$ cat src/rtl/smf_cnt_pkg.sv
package smf_cnt_pkg;
   typedef enum logic {
      CNT_SRC_LINE = 1'b0,
      CNT_SRC_SI   = 1'b1
   } cnt_src_e;

   localparam int FRAMES_PER_MF = 16;
endpackage

$ cat src/rtl/smf_evt_sel.sv
module smf_evt_sel
   import smf_cnt_pkg::*;
#(
   parameter int FRAME_W = 4,
   parameter int N_SI    = 2,
   parameter logic [N_SI*FRAME_W-1:0] SI_LIST = {4'd15, 4'd13}
) (
   input  logic               frame_stb,
   input  logic [FRAME_W-1:0] frame_idx,
   input  logic               si_bit,
   input  logic               mf_locked,
   input  logic               cv_pulse,
   input  cnt_src_e           src,
   output logic               evt
);
   logic [N_SI-1:0] hit;
   logic            si_evt;

   // one comparator per monitored frame number
   for (genvar i = 0; i < N_SI; i++) begin : g_hit
      assign hit[i] = (frame_idx == SI_LIST[i*FRAME_W +: FRAME_W]);
   end

   assign si_evt = frame_stb & mf_locked & ~si_bit & (|hit);

   always_comb begin
      unique case (src)
         CNT_SRC_SI:   evt = si_evt;
         default:      evt = cv_pulse;
      endcase
   end
endmodule

$ cat src/rtl/smf_sat_cnt.sv
module smf_sat_cnt #(
   parameter int MAX_W    = 10,
   parameter int BASE_W   = 8,
   parameter bit SATURATE = 1'b1
) (
   input  logic             clk,
   input  logic             rst_n,
   input  logic             inc,
   input  logic             clr,
   input  logic             ext_len,
   output logic [MAX_W-1:0] cnt
);
   localparam logic [MAX_W-1:0] LIM_EXT  = {MAX_W{1'b1}};
   localparam logic [MAX_W-1:0] LIM_BASE = {{(MAX_W-BASE_W){1'b0}}, {BASE_W{1'b1}}};

   logic [MAX_W-1:0] limit;
   logic [MAX_W-1:0] bumped;
   logic [MAX_W-1:0] nxt;

   assign limit = ext_len ? LIM_EXT : LIM_BASE;

   // the variant picks what happens at the limit
   if (SATURATE) begin : g_sat
      assign bumped = (cnt >= limit) ? limit : cnt + 1'b1;
   end else begin : g_wrap
      assign bumped = (cnt >= limit) ? '0 : cnt + 1'b1;
   end

   always_comb begin
      if (clr)
         nxt = {{(MAX_W-1){1'b0}}, inc};
      else if (cnt > limit)
         nxt = limit;
      else if (inc)
         nxt = bumped;
      else
         nxt = cnt;
   end

   always_ff @(posedge clk or negedge rst_n) begin
      if (!rst_n) cnt <= '0;
      else        cnt <= nxt;
   end
endmodule

$ cat src/rtl/smf_irq_latch.sv
module smf_irq_latch (
   input  logic clk,
   input  logic rst_n,
   input  logic set,
   input  logic clr,
   output logic q
);
   always_ff @(posedge clk or negedge rst_n) begin
      if (!rst_n)   q <= 1'b0;
      else if (set) q <= 1'b1;
      else if (clr) q <= 1'b0;
   end
endmodule

$ cat src/rtl/smf_err_counter.sv
module smf_err_counter
   import smf_cnt_pkg::*;
#(
   parameter int FRAME_W  = 4,
   parameter int BASE_W   = 8,
   parameter int MAX_W    = 10,
   parameter int N_SI     = 2,
   parameter logic [N_SI*FRAME_W-1:0] SI_LIST = {4'd15, 4'd13},
   parameter bit SATURATE = 1'b1
) (
   input  logic                    clk,
   input  logic                    rst_n,
   input  logic [FRAME_W-1:0]      frame_idx,
   input  logic                    frame_stb,
   input  logic                    si_bit,
   input  logic                    mf_locked,
   input  logic                    cv_pulse,
   input  logic                    crc_err_pulse,
   input  logic                    mode_si,
   input  logic                    ext_len,
   input  logic                    crc_irq_en,
   input  logic                    rd_cnt,
   input  logic                    rd_stat,
   output logic [MAX_W-1:0]        cnt_value,
   output logic [MAX_W-BASE_W-1:0] cnt_ext,
   output logic                    irq
);
   localparam int EXT_W = MAX_W - BASE_W;

   if (EXT_W < 1) begin : g_bad_len
      $error("MAX_W must exceed BASE_W");
   end
   if ((1 << FRAME_W) < FRAMES_PER_MF) begin : g_bad_frame
      $error("FRAME_W too narrow for the multiframe");
   end
   if (N_SI < 1) begin : g_bad_nsi
      $error("N_SI must be at least 1");
   end

   logic evt;

   smf_evt_sel #(
      .FRAME_W (FRAME_W),
      .N_SI    (N_SI),
      .SI_LIST (SI_LIST)
   ) u_sel (
      .frame_stb (frame_stb),
      .frame_idx (frame_idx),
      .si_bit    (si_bit),
      .mf_locked (mf_locked),
      .cv_pulse  (cv_pulse),
      .src       (cnt_src_e'(mode_si)),
      .evt       (evt)
   );

   smf_sat_cnt #(
      .MAX_W    (MAX_W),
      .BASE_W   (BASE_W),
      .SATURATE (SATURATE)
   ) u_cnt (
      .clk     (clk),
      .rst_n   (rst_n),
      .inc     (evt),
      .clr     (rd_cnt),
      .ext_len (ext_len),
      .cnt     (cnt_value)
   );

   assign cnt_ext = ext_len ? cnt_value[MAX_W-1:BASE_W] : '0;

   smf_irq_latch u_irq (
      .clk   (clk),
      .rst_n (rst_n),
      .set   (crc_err_pulse & crc_irq_en),
      .clr   (rd_stat),
      .q     (irq)
   );
endmodule

$ cat config.mk
export PLATFORM = sky130hd
export DESIGN_NAME = smf_err_counter
export DESIGN_NICKNAME = d
export VERILOG_FILES = /design/src/rtl/smf_cnt_pkg.sv /design/src/rtl/smf_evt_sel.sv /design/src/rtl/smf_sat_cnt.sv /design/src/rtl/smf_irq_latch.sv /design/src/rtl/smf_err_counter.sv
export SDC_FILE = /design/constraint.sdc
export NUM_CORES = 1
export LEC_CHECK = 0
export ABC_CLOCK_PERIOD_IN_PS = 2500
export BUFFER_PORTS_ARGS = -buffer_cell sky130_fd_sc_hd__buf_2
export CORE_MARGIN = 5
export CORE_UTILIZATION = 48
export DETAILED_ROUTE_END_ITERATION = 16
export MAX_ROUTING_LAYER = met4
export PLACE_DENSITY = 0.83
export SYNTH_ARGS = -nofsm -noshare
export SYNTH_HDL_FRONTEND = slang
export SYNTH_SLANG_ARGS = --single-unit
$ cat constraint.sdc
create_clock -name clk -period 2.5 [get_ports clk]
set_clock_uncertainty 0.1 [all_clocks]
set_input_delay 0.375 -clock clk [delete_from_list [all_inputs] [get_ports clk]]
set_output_delay 0.375 -clock clk [all_outputs]
set_load 0.05 [all_outputs]
==> impl_metrics.env, run 1 <==
export IMPL_outcome="finished clean"
export IMPL_synth_seq_cells=11
export IMPL_antenna_cells=0
export IMPL_rsz0062_at_grt="false"
export IMPL_area_delta_synth_final_pct=20.2
export IMPL_viasPerCell=6.20
export IMPL_placed_cell_area_um2=948
export IMPL_synth_top_flop_cell="dfrtp_1"
export IMPL_num_rows=15
export IMPL_tns_ps=0
export IMPL_synth_common_cells="dfrtp_1, inv_1"
export IMPL_fp_dieW_um=51.5
export IMPL_synth_area_um2=826
export IMPL_stdcell_count=133
export IMPL_grt_max_degree=13
export IMPL_clock_latency_ps=280
export IMPL_finalSetupViolCount=0
export IMPL_worstMarginPinSlew_ps=554
export IMPL_grt_pass1_vias=747
export IMPL_yosys_warnings=0
export IMPL_ys_seq_area_share_pct=33.3
export IMPL_coreArea_um2=1690
export IMPL_synth_edf_count=0
export IMPL_drv_slew=0
export IMPL_cp_required_ps=2570
export IMPL_synthArstFlopShare_pct=100
export IMPL_antenna_found_initial=0
export IMPL_clkTransAtPathRegs_ps=80
export IMPL_grt_total_usage_pct=16.6
export IMPL_synth_top_cell_area_share_pct=33.3
export IMPL_fin_area_um2=992
export IMPL_utilization_pct=58.7
export IMPL_drt_initial_drc_count=22
export IMPL_fmax_mhz=442
export IMPL_min_period_ps=2260
export IMPL_ys_types=34
export IMPL_die_height_um=51.5
export IMPL_drt_wl_total_mm=2.05
export IMPL_dp_final_hpwl_mm=1.48
export IMPL_antenna_left=0
export IMPL_p_per_area_nw_per_um2=386
export IMPL_dp_cells=128
export IMPL_syn_nets=108
export IMPL_hp_class="in2reg"
export IMPL_grt_first_pass_wirelength_mm=3.22
export IMPL_post_cts_buffers=0
export IMPL_drc=0
export IMPL_power_static_leakage_nw=0.471
export IMPL_numCtsBuffers=3
export IMPL_initial_core_util_pct=48.9
export IMPL_layout_nets=138
export IMPL_cp_end_kind="flip-flop"
export IMPL_clock_root_buffer="clkbuf_4"
export IMPL_hold_depth=2
export IMPL_dieArea_um2=2650
export IMPL_ff2ff_path_depth=6
export IMPL_layout_setup_ws_ps=237
export IMPL_cp_max_fo=12
export IMPL_syn_inst=87
export IMPL_num_fill_cells=145
export IMPL_synth_avg_cell_area_um2=9.49
export IMPL_relSlewSlack_pct=63.0
export IMPL_final_hold_violation_count=0
export IMPL_start_kind="flip-flop"
export IMPL_critPathArrivalTime_ps=2330
export IMPL_ctsLongestPathBuffers=2
export IMPL_ir_drop_mv=0.301
export IMPL_port_buffers=27
export IMPL_first_pass_iters=4
export IMPL_yosys_top_cells_area="dfrtp_1, ha_1, a221oi_1"
export IMPL_critical_path_class="reg2reg"
export IMPL_gp_congestion=0.871
export IMPL_post_place_ws_ps=77.9
export IMPL_yosys_area_top_type="dfrtp_1"
export IMPL_overflow=0
export IMPL_cap_violations=0
export IMPL_wl_per_cell_um=15.4
export IMPL_h_tree_depth=1
export IMPL_num_vias=825
export IMPL_io_pins=29
export IMPL_clock_sinks=11
export IMPL_drive_above_1_share_pct=32.8
export IMPL_period_share_pct=90.5
export IMPL_cts_tree="built"
-- logic make-up after synthesis --
family	share of synthesized area [%]
buf+inv	10.0
compound gates	27.1
fa+ha+maj	7.58
simple gates	19.5
flops	33.3
mux	2.42
-- placed cells by master (no fill, tap or decap), types with 2 or more instances in the layout --
cell type and n:
ha_1 5, and3_2 2, nor2_1 4, mux2i_1 2, nand3_1 2, buf_2 27
a221oi_1 5, a21oi_1 2, o21ai_0 4, o32ai_1 2, clkbuf_4 3, nor4_1 2
o22ai_1 5, dfrtp_1 11, nand2_1 3, nor3_1 5, inv_1 11
-- path summary, 6_finish.rpt --
| path | startpoint | to | slack [ps] |
|---|---|---|---|
| max | u_cnt.cnt[0]$_DFFE_PN0P_ | u_cnt.cnt[6]$_DFFE_PN0P_ | 240 |
| min | rd_stat | u_irq.q$_DFFE_PN0P_ | 190 |
| max reg2reg | u_cnt.cnt[0]$_DFFE_PN0P_ | u_cnt.cnt[6]$_DFFE_PN0P_ | 240 |
| min reg2reg | u_irq.q$_DFFE_PN0P_ | u_irq.q$_DFFE_PN0P_ | 430 |
| max in group asynchronous | rst_n | u_cnt.cnt[7]$_DFFE_PN0P_ | 1690 |
| min in group asynchronous | rst_n | u_cnt.cnt[3]$_DFFE_PN0P_ | 400 |
-- registers in the layout (all words and copies together) (netlist names) --
| name | cells |
|---|---|
| u_irq.q | 1 |
| u_cnt.cnt | 10 |
-- layer usage --
metal | wire length (um) | share of wire, % | up-vias | global-route usage, %
li1 | - | - | 401 | -
met1 | 894 | 44 | 391 | 19.9
met2 | 1010 | 49 | 28 | 26.7
met3 | 95 | 4.6 | 5 | 1.75
met4 | 49 | 2.4 | 0 | 10.5
met5 | 0 | 0 | - | -
-- worst max-delay path, cell delays in order, from the launching register on --
cell and delay, ps:
dfrtp_1 420, ha_1 190, buf_4 140, nand4_4 150, o31ai_4 570, nor2_1 240, a221oi_1 340
-- final cells by class --
type / instances / area (um^2) / area share (%)
Multi-Input combinational cell: 61 / 475 / 47.9
Clock buffer: 4 / 26.3 / 2.65
Sequential cell: 11 / 275 / 27.7
Inverter: 11 / 41.3 / 4.16
Timing Repair Buffer: 29 / 153 / 15.4
Tap cell: 17 / 21.3 / 2.14
-- where the power goes --
group | switching (mW) | internal [mW]
logic | 0.0431 | 0.0217
registers | 0.00492 | 0.182
clock network | 0.0686 | 0.0620
-- metrics by stage --
stage | power (mW) | hold WS, ps
floorplan | 0.231 | -20.6
global placement | 0.252 | 155
detailed placement | 0.254 | 161
CTS | 0.383 | 190
global route | 0.395 | 201
finish | 0.383 | 187
-- what timing repair did --
action	4_1_cts	5_1_grt
setup endpoints to repair	0	2
hold buffers	1	0
gates resized for setup	0	1
hold endpoints to repair	11	0
No activity file was read; power rests on OpenSTA's default activity.
==> inputs of run 2 (changes only) <==
--- a/config.mk
+++ b/config.mk
@@ -7,11 +7,14 @@
 export LEC_CHECK = 0
 export ABC_CLOCK_PERIOD_IN_PS = 2500
 export BUFFER_PORTS_ARGS = -buffer_cell sky130_fd_sc_hd__buf_2
+export CELL_PAD_IN_SITES_DETAIL_PLACEMENT = 0
+export CELL_PAD_IN_SITES_GLOBAL_PLACEMENT = 1
 export CORE_MARGIN = 5
-export CORE_UTILIZATION = 48
+export CORE_UTILIZATION = 35
+export CTS_CLUSTER_SIZE = 28
 export DETAILED_ROUTE_END_ITERATION = 16
 export MAX_ROUTING_LAYER = met4
-export PLACE_DENSITY = 0.83
+export PLACE_DENSITY = 0.82
 export SYNTH_ARGS = -nofsm -noshare
 export SYNTH_HDL_FRONTEND = slang
 export SYNTH_SLANG_ARGS = --single-unit
==> impl_metrics.env, run 2 (synthesis gave the netlist of run 1 again) <==
export IMPL_start_kind="flip-flop"
export IMPL_rsz0062_at_grt="false"
export IMPL_viasPerCell=5.55
export IMPL_fmax_mhz=442
export IMPL_cts_tree="built"
export IMPL_area_delta_synth_final_pct=30.9
export IMPL_grt_first_pass_wirelength_mm=3.78
export IMPL_first_pass_iters=4
export IMPL_largest_register_ffs=10
export IMPL_drt_initial_drc_count=17
export IMPL_antenna_cells=0
export IMPL_fp_dieW_um=58.6
export IMPL_h_tree_depth=1
export IMPL_drive_above_1_share_pct=38.1
export IMPL_outcome="finished clean"
export IMPL_clock_latency_ps=270
export IMPL_io_pins=29
export IMPL_power_static_leakage_nw=0.522
export IMPL_drt_wl_total_mm=2.19
export IMPL_clock_root_buffer="clkbuf_4"
export IMPL_antenna_left=0
export IMPL_dp_final_hpwl_mm=1.68
export IMPL_initial_core_util_pct=37.0
export IMPL_critical_path_class="reg2reg"
export IMPL_die_height_um=58.6
export IMPL_drv_slew=0
export IMPL_clock_sinks=11
export IMPL_dieArea_um2=3430
export IMPL_wl_per_cell_um=14.2
export IMPL_rrSetupSlack_ps=240
export IMPL_ctsLongestPathBuffers=2
export IMPL_regMostFlops="u_cnt.cnt"
export IMPL_relSlewSlack_pct=60.4
export IMPL_worstMarginPinSlew_ps=594
export IMPL_num_fill_cells=238
export IMPL_ir_drop_mv=0.286
export IMPL_critPathSlowestCell="o31ai_4"
export IMPL_num_vias=855
export IMPL_drc=0
export IMPL_layout_common_cells="buf_2, inv_1, buf_4, dfrtp_1"
export IMPL_cp_required_ps=2560
export IMPL_overflow=0
export IMPL_p_per_area_nw_per_um2=351
export IMPL_final_hold_violation_count=0
export IMPL_coreArea_um2=2230
export IMPL_clkTransAtPathRegs_ps=70
export IMPL_grt_total_usage_pct=14.5
export IMPL_hold_ws_ps=196
export IMPL_grt_max_degree=13
export IMPL_cp_max_fo=12
export IMPL_gp_congestion=0.795
export IMPL_crit_chain="ha_1 > buf_4 > nand4_4 > o31ai_4 > nor2_1 > a221oi_1"
export IMPL_tns_ps=0
export IMPL_grt_pass1_vias=855
export IMPL_post_cts_buffers=0
export IMPL_antenna_found_initial=0
export IMPL_port_buffers=27
export IMPL_finalSetupViolCount=0
export IMPL_hp_class="in2reg"
export IMPL_path_delay_family="compound AO/OA/AOI/OAI gates"
export IMPL_min_period_ps=2260
export IMPL_period_share_pct=90.5
export IMPL_top_regs="u_cnt.cnt: 10 flops, u_irq.q: 1 flops"
export IMPL_cap_violations=0
export IMPL_cp_end_kind="flip-flop"
export IMPL_critPathArrivalTime_ps=2320
export IMPL_critical_path_max_stage_delay_ps=590
export IMPL_layout_nets=148
export IMPL_layout_commonest_cell="buf_2"
export IMPL_numCtsBuffers=3
export IMPL_num_rows=17
export IMPL_critPathBufInv=1
## run 2: layout make-up
type	instances	area, um^2	share of cell area, %
repair buffers	39	228	21.1
clock buffers	4	26.3	2.43
well taps	28	35.0	3.24
inverters	11	41.3	3.82
multi-input cells	61	475	44.0
flip-flops and latches	11	275	25.5
## run 2: repair_timing
action	in CTS	in global routing
gates resized for setup	0	1
setup endpoints to repair	0	1
endpoints found under the hold margin	11	0
hold buffers	1	0
## run 2: report_power, final
part           internal (mW)  switching, mW  total, mW  leakage (nW)
Combinational         0.0260         0.0462     0.0722         0.358
Sequential             0.183        0.00349      0.186         0.149
Clock                 0.0618         0.0599      0.122        0.0150
## run 2: final timing paths
check,startpoint,to,depth (start not counted)
max,u_cnt.cnt[1]$_DFFE_PN0P_,u_cnt.cnt[6]$_DFFE_PN0P_,6
min,rd_stat,u_irq.q$_DFFE_PN0P_,2
max reg2reg,u_cnt.cnt[1]$_DFFE_PN0P_,u_cnt.cnt[6]$_DFFE_PN0P_,6
min reg2reg,u_irq.q$_DFFE_PN0P_,u_irq.q$_DFFE_PN0P_,2
max in group asynchronous,rst_n,u_cnt.cnt[6]$_DFFE_PN0P_,2
min in group asynchronous,rst_n,u_cnt.cnt[4]$_DFFE_PN0P_,2
## run 2: layer usage
metal / up-vias / share of wire [%] / global-route usage, %
met5: - / 0 / -
met4: 0 / 1.8 / 6.47
met3: 6 / 5.3 / 2.63
met2: 24 / 48 / 22.3
met1: 406 / 44 / 18.5
li1: 419 / - / -
## run 2: per-stage QoR
step | utilization [%] | area [um^2] | setup WS [ps] | power [mW] | std cells
after floorplan | - | 826 | 335 | 0.231 | 87
after global placement | 46.4 | 1040 | 132 | 0.259 | 149
final | 48.4 | 1080 | 236 | 0.380 | 154
after detailed placement | 46.4 | 1040 | 53.2 | 0.260 | 149
after global routing | 48.4 | 1080 | 37.4 | 0.405 | 154
after CTS | 48.1 | 1070 | 124 | 0.386 | 154
==> inputs of run 3 (changes only) <==
==> constraint.sdc (replaced) <==
create_clock -name clk -period 2.5 [get_ports clk]
set_clock_uncertainty 0.1 [all_clocks]
set_input_delay 0.375 -clock clk [delete_from_list [all_inputs] [get_ports clk]]
set_output_delay 0.375 -clock clk [all_outputs]
set_load 0.005 [all_outputs]
==> impl_metrics.env, run 3 (synthesis gave the netlist of run 1 again) <==
export IMPL_outcome="finished clean"
export IMPL_antenna_found_initial=0
export IMPL_use_met3_pct=2.85
export IMPL_first_pass_iters=4
export IMPL_worstMarginPinSlew_ps=559
export IMPL_wl_per_cell_um=14.1
export IMPL_period_share_pct=88.8
export IMPL_clock_root_buffer="clkbuf_4"
export IMPL_rsz0062_at_grt="false"
export IMPL_pwr_share_comb_pct=15.1
export IMPL_regMostFlops="u_cnt.cnt"
export IMPL_grt_total_usage_pct=13.6
export IMPL_antenna_left=0
export IMPL_hold_depth=2
export IMPL_hold_ws_ps=206
export IMPL_grt_first_pass_wirelength_mm=3.56
export IMPL_hp_class="in2reg"
export IMPL_dieArea_um2=3430
export IMPL_drt_wl_total_mm=2.16
export IMPL_critPathArrivalTime_ps=2280
export IMPL_stdcell_count=153
export IMPL_h_tree_depth=1
export IMPL_viasPerCell=5.33
export IMPL_layout_commonest_cell="buf_2"
export IMPL_cap_violations=0
export IMPL_drv_slew=0
export IMPL_clkTransAtPathRegs_ps=80
export IMPL_p_switching_mw=0.0961
export IMPL_ir_drop_mv=0.228
export IMPL_met1_usage_pct=16.5
export IMPL_cp_end_kind="flip-flop"
export IMPL_cts_tree="built"
export IMPL_cp_required_ps=2560
export IMPL_clock_latency_ps=270
export IMPL_die_height_um=58.6
export IMPL_dp_cells=148
export IMPL_area_delta_synth_final_pct=30.0
export IMPL_initial_core_util_pct=37.0
export IMPL_grt_max_degree=13
export IMPL_num_vias=815
export IMPL_port_buffers=27
export IMPL_utilization_pct=48.1
export IMPL_drive_above_1_share_pct=37.6
export IMPL_ff2ff_path_depth=6
export IMPL_p_per_area_nw_per_um2=341
export IMPL_layout_common_cells="buf_2, inv_1, dfrtp_1"
export IMPL_tns_ps=0
export IMPL_relSlewSlack_pct=62.7
export IMPL_gp_congestion=0.771
export IMPL_start_kind="flip-flop"
export IMPL_drc=0
export IMPL_antenna_cells=0
export IMPL_fmax_mhz=450
export IMPL_numCtsBuffers=3
export IMPL_power_clock_fraction_pct=34.1
export IMPL_layout_nets=147
export IMPL_dp_final_hpwl_mm=1.67
export IMPL_finalSetupViolCount=0
export IMPL_num_fill_cells=219
export IMPL_drt_initial_drc_count=10
export IMPL_critical_path_class="reg2reg"
export IMPL_top_regs="u_cnt.cnt: 10 flops, u_irq.q: 1 flops"
export IMPL_total_power_mw=0.366
export IMPL_cp_max_fo=12
export IMPL_power_share_switching_pct=26.3
export IMPL_largest_register_ffs=10
export IMPL_grt_use_met2_pct=23.3
export IMPL_internal_power_mw=0.270
export IMPL_fp_dieW_um=58.6
export IMPL_overflow=0
export IMPL_final_hold_violation_count=0
export IMPL_ctsLongestPathBuffers=2
export IMPL_grt_busiest_layer="met2"
export IMPL_num_rows=17
export IMPL_clock_sinks=11
export IMPL_coreArea_um2=2230
export IMPL_grt_pass1_vias=813
export IMPL_power_static_leakage_nw=0.517
export IMPL_p_seq_share_pct=50.8
export IMPL_io_pins=29
export IMPL_min_period_ps=2220
run 3: critical path: stages, from the launching register on:
cell and delay, ps:
dfrtp_1 410, ha_1 190, buf_4 140, nand4_4 140
o31ai_4 570, nor2_1 230, a221oi_1 330
run 3: worst paths after layout:
path	start	endpoint	slack [ps]
worst max-delay path	u_cnt.cnt[1]$_DFFE_PN0P_	u_cnt.cnt[6]$_DFFE_PN0P_	280
worst min-delay path	rd_stat	u_irq.q$_DFFE_PN0P_	210
worst max register to register	u_cnt.cnt[1]$_DFFE_PN0P_	u_cnt.cnt[6]$_DFFE_PN0P_	280
worst min register to register	u_irq.q$_DFFE_PN0P_	u_irq.q$_DFFE_PN0P_	430
max in group asynchronous	rst_n	u_cnt.cnt[2]$_DFFE_PN0P_	1680
min in group asynchronous	rst_n	u_cnt.cnt[3]$_DFFE_PN0P_	400
run 3: metal layers:
layer / routed length (um) / vias to the layer above
met1: 940 / 378
met3: 100 / 2
met4: 8 / 0
met5: 0 / -
li1: - / 415
met2: 1110 / 20
run 3: repair_timing:
| item | 4_1_cts | 5_1_grt |
|---|---|---|
| endpoints found under the hold margin | 11 | 0 |
| hold buffers | 1 | 0 |
| setup buffers | 0 | 0 |
| resized for setup | 0 | 1 |
| setup endpoints to repair | 0 | 1 |
run 3: area by class of cell:
type | instances | area [um^2] | share of cell area [%]
Clock buffer | 4 | 26.3 | 2.45
Inverter | 11 | 41.3 | 3.85
Multi-Input combinational cell | 61 | 475 | 44.3
Sequential cell | 11 | 275 | 25.6
Tap cell | 28 | 35.0 | 3.26
Timing Repair Buffer | 38 | 220 | 20.5
run 3: power by group through the flow:
stage | Clock [mW] | Sequential (mW) | Combinational [mW]
finish | 0.125 | 0.186 | 0.0552
global route | 0.138 | 0.186 | 0.0615
CTS | 0.126 | 0.186 | 0.0556
detailed placement | 0 | 0.189 | 0.0542
global placement | 0 | 0.189 | 0.0523
floorplan | 0 | 0.191 | 0.0235
run 3: stage by stage:
| step | instance area (um^2) | setup WS, ps |
|---|---|---|
| 6_report | 1070 | 279 |
| 5_1_grt | 1070 | 83.7 |
| 4_1_cts | 1070 | 147 |
| 3_5_place_dp | 1030 | 86.6 |
| 3_3_place_gp | 1030 | 156 |
| 2_1_floorplan | 826 | 589 |
